**src/rtl/cbu_pkg.sv**
```systemverilog
package cbu_pkg;
  typedef enum logic {
    ST_RUN  = 1'b0,
    ST_DEAD = 1'b1
  } cbu_state_e;

  typedef struct packed {
    logic hit;
    logic take;
  } cbu_dec_t;
endpackage

```
**src/rtl/cbu_decode.sv**
```systemverilog
module cbu_decode
  import cbu_pkg::*;
#(
  parameter int INSTR_W = 16,
  parameter int OFF_W   = 8,
  parameter logic [INSTR_W-OFF_W-1:0] OPCODE = 8'hE2
) (
  input  logic [INSTR_W-1:0] instr,
  input  logic               carry,
  output cbu_dec_t           dec,
  output logic [OFF_W-1:0]   offset
);
  localparam int OPC_W = INSTR_W - OFF_W;

  logic [OPC_W-1:0] opc_field;

  always_comb begin
    opc_field = instr[INSTR_W-1:OFF_W];
    offset    = instr[OFF_W-1:0];
    dec.hit   = (opc_field == OPCODE);
    dec.take  = dec.hit && carry;
  end
endmodule

```
**src/rtl/cbu_target.sv**
```systemverilog
module cbu_target #(
  parameter int PC_W  = 21,
  parameter int OFF_W = 8
) (
  input  logic [PC_W-1:0]  pc,
  input  logic [OFF_W-1:0] offset,
  output logic [PC_W-1:0]  target,
  output logic [PC_W-1:0]  seq_pc
);
  localparam int EXT_W = PC_W - OFF_W;
  localparam logic [PC_W-1:0] STEP = PC_W'(2);

  logic [PC_W-1:0] ext_off;
  logic [PC_W-1:0] sum_t;
  logic [PC_W-1:0] sum_s;

  generate
    if (EXT_W > 0) begin : g_ext
      always_comb ext_off = {{EXT_W{offset[OFF_W-1]}}, offset};
    end else begin : g_trunc
      always_comb ext_off = offset[PC_W-1:0];
    end
  endgenerate

  always_comb begin
    sum_s  = pc + STEP;
    sum_t  = sum_s + (ext_off << 1);
    seq_pc = {sum_s[PC_W-1:1], 1'b0};
    target = {sum_t[PC_W-1:1], 1'b0};
  end
endmodule

```
**src/rtl/cbu_seq.sv**
```systemverilog
module cbu_seq
  import cbu_pkg::*;
#(
  parameter int PC_W = 21
) (
  input  logic            clk,
  input  logic            rst_n,
  input  logic            issue,
  input  cbu_dec_t        dec,
  input  logic [PC_W-1:0] target,
  input  logic [PC_W-1:0] seq_pc,
  output logic [PC_W-1:0] next_pc,
  output logic            pc_load,
  output logic            flush,
  output logic            busy
);
  logic            rs_meta, srst_n;
  cbu_state_e      state_q, state_d;
  logic            accept;
  logic            npc_en;
  logic [PC_W-1:0] npc_d;
  logic            load_d, flush_d;

  always_ff @(posedge clk or negedge rst_n) begin
    if (!rst_n) begin
      rs_meta <= 1'b0;
      srst_n  <= 1'b0;
    end else begin
      rs_meta <= 1'b1;
      srst_n  <= rs_meta;
    end
  end

  always_comb begin
    accept  = issue && (state_q == ST_RUN);
    state_d = ST_RUN;
    npc_en  = accept;
    npc_d   = dec.take ? target : seq_pc;
    load_d  = accept && dec.take;
    flush_d = accept && dec.take;
    if (accept && dec.take) state_d = ST_DEAD;
  end

  always_ff @(posedge clk or negedge srst_n) begin
    if (!srst_n) begin
      state_q <= ST_RUN;
      pc_load <= 1'b0;
      flush   <= 1'b0;
    end else begin
      state_q <= state_d;
      pc_load <= load_d;
      flush   <= flush_d;
    end
  end

  always_ff @(posedge clk or negedge srst_n) begin
    if (!srst_n) next_pc <= '0;
    else if (npc_en) next_pc <= npc_d;
  end

  always_comb busy = (state_q == ST_DEAD);

  a_r5_flush_single: assert property (@(posedge clk) disable iff (!srst_n)
    flush |=> !flush);
  a_r6_flush_in_dead: assert property (@(posedge clk) disable iff (!srst_n)
    flush |-> busy);
  a_r6_dead_ignores: assert property (@(posedge clk) disable iff (!srst_n)
    busy |=> (!flush && !pc_load && $stable(next_pc)));
  a_r5_flush_cause: assert property (@(posedge clk) disable iff (!srst_n)
    $rose(flush) |-> $past(issue && dec.take));
endmodule

```
**src/rtl/carry_branch_unit.sv**
```systemverilog
module carry_branch_unit
  import cbu_pkg::*;
#(
  parameter int PC_W    = 21,
  parameter int INSTR_W = 16,
  parameter int OFF_W   = 8,
  parameter logic [INSTR_W-OFF_W-1:0] OPCODE = 8'hE2
) (
  input  logic               clk,
  input  logic               rst_n,
  input  logic               issue,
  input  logic [INSTR_W-1:0] instr,
  input  logic               carry,
  input  logic [PC_W-1:0]    pc,
  output logic [PC_W-1:0]    next_pc,
  output logic               pc_load,
  output logic               flush,
  output logic               busy
);
  cbu_dec_t        dec;
  logic [OFF_W-1:0] offset;
  logic [PC_W-1:0]  target, seq_pc;

  cbu_decode #(.INSTR_W(INSTR_W), .OFF_W(OFF_W), .OPCODE(OPCODE)) u_dec (
    .instr(instr), .carry(carry), .dec(dec), .offset(offset)
  );

  cbu_target #(.PC_W(PC_W), .OFF_W(OFF_W)) u_tgt (
    .pc(pc), .offset(offset), .target(target), .seq_pc(seq_pc)
  );

  cbu_seq #(.PC_W(PC_W)) u_seq (
    .clk(clk), .rst_n(rst_n), .issue(issue), .dec(dec),
    .target(target), .seq_pc(seq_pc),
    .next_pc(next_pc), .pc_load(pc_load), .flush(flush), .busy(busy)
  );

  a_r4_even_pc: assert property (@(posedge clk) disable iff (!rst_n)
    next_pc[0] == 1'b0);
  a_r7_quiet_when_clear: assert property (@(posedge clk) disable iff (!rst_n)
    (issue && !busy && !carry) |=> (!flush && !pc_load));
endmodule

```
**config.mk**
```make
export PLATFORM = sky130hd
export DESIGN_NAME = carry_branch_unit
export DESIGN_NICKNAME = d
export VERILOG_FILES = /design/src/rtl/cbu_pkg.sv /design/src/rtl/cbu_decode.sv /design/src/rtl/cbu_target.sv /design/src/rtl/cbu_seq.sv /design/src/rtl/carry_branch_unit.sv
export SDC_FILE = /design/constraint.sdc
export NUM_CORES = 1
export LEC_CHECK = 0
export ABC_AREA = 0
export BUFFER_PORTS_ARGS = -buffer_cell sky130_fd_sc_hd__buf_2
export CORE_ASPECT_RATIO = 0.8
export CORE_UTILIZATION = 30
export DETAILED_ROUTE_END_ITERATION = 16
export PLACE_DENSITY = 0.59
export SLEW_MARGIN = 20
export SYNTH_ARGS = -nofsm -noshare
export SYNTH_HDL_FRONTEND = slang
export SYNTH_SLANG_ARGS = --single-unit
```
**constraint.sdc**
```tcl
create_clock -name clk -period 0.8 [get_ports clk]
set_clock_uncertainty 0.05 [all_clocks]
set_input_delay 0.12 -clock clk [delete_from_list [all_inputs] [get_ports clk]]
set_output_delay 0.12 -clock clk [all_outputs]
set_load 0.02 [all_outputs]
```
==> impl_metrics.py <==
metrics = {
    "run_status": {
        "status": "complete, but fails checks",
        "failed_checks": "negative setup slack",
    },
    "sta": {
        "fmax_mhz": 377.4,
        "period_minus_slack_ns": 2.650,
        "drv_slew": 0,
        "hold_violations": 0,
        "rsz0062_at_grt": "yes",
        "fin_setup_tns_ns": -30.02,
        "setup_ws_ns": -1.850,
        "setup_viol": 44,
        "period_share_pct": 331.2,
    },
    "floorplan": {
        "start_util_pct": 31.27,
        "dieArea_mm2": 0.008137,
        "die_x_um": 100.6,
        "die_h_um": 80.89,
        "io_pins": 65,
        "row_count": 28,
        "core_mm2": 0.007462,
    },
    "pwr": {
        "power_frac_clock_pct": 14.0,
        "vdd_drop_max_v": 0.0006018,
        "p_sw_mw": 1.912,
        "seqPwrFrac_pct": 25.6,
        "swShare_pct": 36.45,
        "leakage_nw": 2.316,
        "power_density_mw_per_mm2": 1072,
        "finalPower_mw": 5.244,
        "intPower_mw": 3.332,
        "pwr-share-comb_pct": 60.4,
    },
    "yosys": {
        "yosysSeqAreaShare_pct": 24.66,
        "synth_area_per_cell_um2": 8.246,
        "synthesis.area_mm2": 0.002333,
        "synth_nets": 349,
        "synth-seq-cells": 23,
        "synth.area.top_cells": "dfrtp_1, ha_1, xnor2_1, nand2_1, a21oi_1",
        "postSynthCellCount": 283,
        "synth_top_area_cell": "dfrtp_1",
        "yosys_warnings": 0,
        "synth_edf_count": 0,
        "yosysUniqueCellTypes": 47,
        "synthFlopType": "dfrtp_1",
        "async_reset_ff_share_pct": 100.0,
        "synth_top_area_share_pct": 24.66,
    },
    "cts": {
        "path_clk_slew_ns": 0.09,
        "clkSinkCount": 23,
        "cts_buffers": 3,
        "root_buffer": "clkbuf_8",
        "cts_tree": "yes",
        "clock_path_buffers": 2,
        "htree_levels": 1,
        "clk_latency_ns": 0.26,
    },
    "grt": {
        "antenna_found_initial": 0,
        "grt_usage_pct": 20.94,
        "grt_remaining_overflow": 0,
        "grt_pass1_vias": 2737,
        "grt_pass1_wl_um": 13300,
        "grt_max_degree": 18,
    },
    "setup_path": {
        "critPathLaunchType": "primary input",
        "crit_required_ns": 0.93,
        "worstRegToRegCells": 4,
        "critPathMostFrequentCell": "and3_4",
        "path_buf_inv": 1,
        "slowest_stage": "or3_1",
        "crit_path_start": "pc[5]",
        "rrSetupSlack_ns": -0.59,
        "timing.rr.start": "u_seq.pc_load$_DFF_PN0_",
        "end_kind": "flip-flop",
        "crit_fanout": 5,
        "crit_arrival_ns": 2.78,
        "path_cells": "buf_6 -> and4_4 -> and3_4 -> nand2_2 -> xnor2_4 -> ha_4 -> a21o_1 -> and3_4 -> nor4b_4 -> a21oi_2 -> or3_1 -> and4_1 -> o31ai_2",
        "critPathTopFamily": "simple AND/OR/NAND/NOR gates",
        "regToRegEndpoint": "u_seq.next_pc[9]$_DFFE_PN0P_",
        "crit_type": "in -> reg",
        "cpPeakStageDelay_ns": 0.40,
    },
    "route": {
        "routed_wl_um": 9392,
        "wl_per_cell_um": 15.63,
        "drc": 0,
        "via_per_inst": 4.987,
        "postRouteAntennaNets": 0,
        "vias": 2997,
        "drt-initial-drc-count": 226,
        "dr.pass1.iters": 5,
    },
    "layout": {
        "fin_cells": 601,
        "diodes": 0,
        "final_cell_mix": "buf_4, buf_6, buf_2, nand2_1, dfrtp_1",
        "fin_nets": 563,
        "layout_commonest_cell": "buf_4",
        "areaGrowthSynthToFinish_pct": 109.5,
        "utilization_pct": 65.53,
        "drive_above_1_share_pct": 64.72,
        "num-fill-cells": 567,
    },
    "min_path": {
        "hp-class": "reg -> async",
    },
    "placed_design": {
        "post-place-cells": 550,
        "routabilityCongestion": 0.9168,
        "port-buffer-count": 62,
        "dp_hpwl_um": 6281,
        "pre_cts_ws_ns": -2.054,
    },
    "flow_run": {
        "drv_cap": 0,
    },
}
[power by group through the flow]
stage	registers, mW	logic, mW	clock network [mW]
after floorplan	1.48	0.946	0
after global placement	1.35	2.09	0
after detailed placement	1.35	2.12	0
after CTS	1.34	2.64	0.735
after global routing	1.36	3.37	0.806
final	1.34	3.17	0.733
[per-stage QoR]
| stage | area, um2 | hold WS, ns |
|---|---|---|
| finish | 4890 | 0.07370 |
| global route | 4890 | 0.09578 |
| CTS | 4324 | 0.07676 |
| detailed placement | 3659 | -0.1423 |
| global placement | 3659 | -0.1431 |
| floorplan | 2466 | -0.2256 |
[cells by family (layout without fill, tap and decap cells)]
family | Yosys count | after routing | share of synthesized area [%]
AO/OA/AOI/OAI | 80 | 80 | 21.45
buffers and inverters | 13 | 226 | 2.627
multiplexers | 4 | 4 | 1.716
XOR/XNOR | 30 | 30 | 11.58
flip-flops | 23 | 23 | 24.66
AND/OR/NAND/NOR | 106 | 106 | 23.91
adder cells (fa/ha/maj) | 25 | 25 | 13.73
other | 2 | 2 | 0.3218
[synth_stat cells, drive strengths merged, types with 3 or more instances]
cell type / count
a21oi: 20
and3: 5
o21a: 3
xnor2: 20
buf: 4
a21o: 10
mux2i: 4
a22oi: 5
nand4: 6
nand2: 31
dfrtp: 23
nor2: 27
and4: 4
ha: 24
nand3: 15
or3: 5
nor3: 4
a31oi: 9
inv: 5
xor2: 10
clkbuf: 4
o21ai: 22
[state kept, by name, indices dropped and copies added (netlist names)]
| name | cells |
|---|---|
| u_seq.next_pc | 20 |
| u_seq.pc_load | 1 |
| u_seq.rs_meta | 1 |
| u_seq.srst_n | 1 |
[per-layer routing]
layer  routed length, um  vias up  track usage [%]
li1                    -     1455                -
met2                4503      104            35.14
met5                   0        -                0
met4                 181        0            3.043
met3                 409       18            1.119
met1                4297     1420            30.34
[worst max path at each step]
stage | slack [ns] | depth (start not counted) | endpoint
after detailed placement | -2.05 | 13 | u_seq.next_pc[20]$_DFFE_PN0P_
after global routing | -1.96 | 13 | u_seq.next_pc[20]$_DFFE_PN0P_
after CTS | -1.67 | 14 | u_seq.next_pc[17]$_DFFE_PN0P_
after global placement | -1.99 | 12 | u_seq.next_pc[17]$_DFFE_PN0P_
final | -1.85 | 13 | u_seq.next_pc[20]$_DFFE_PN0P_
after floorplan | -1.82 | 13 | u_seq.next_pc[20]$_DFFE_PN0P_
[what timing repair did]
| action | CTS | global route |
|---|---|---|
| endpoints found under the hold margin | 2 | 0 |
| gates cloned | 1 | 0 |
| hold buffers | 1 | 0 |
| gates resized for setup | 102 | 81 |
| setup endpoints to repair | 44 | 44 |
| pin swaps | 31 | 52 |
| buffers inserted | 28 | 23 |
[final cells by class]
| cell class | count | area [um2] | area share (%) |
|---|---|---|---|
| Multi-Input combinational cell | 247 | 2356 | 48.18 |
| Timing Repair Buffer | 217 | 1755 | 35.90 |
| Sequential cell | 23 | 576.8 | 11.80 |
| Tap cell | 105 | 131.4 | 2.687 |
| Clock buffer | 3 | 41.29 | 0.8444 |
| Inverter | 5 | 23.77 | 0.4862 |
| Clock inverter | 1 | 5.005 | 0.1024 |
[worst reg2reg max path, cell delays in order (launching register included)]
cell	delay, ns
dfrtp_2	0.43
nand2b_4	0.18
or3_1	0.39
mux2i_1	0.14
a221o_1	0.13
(Power assumes the default switching activity.)
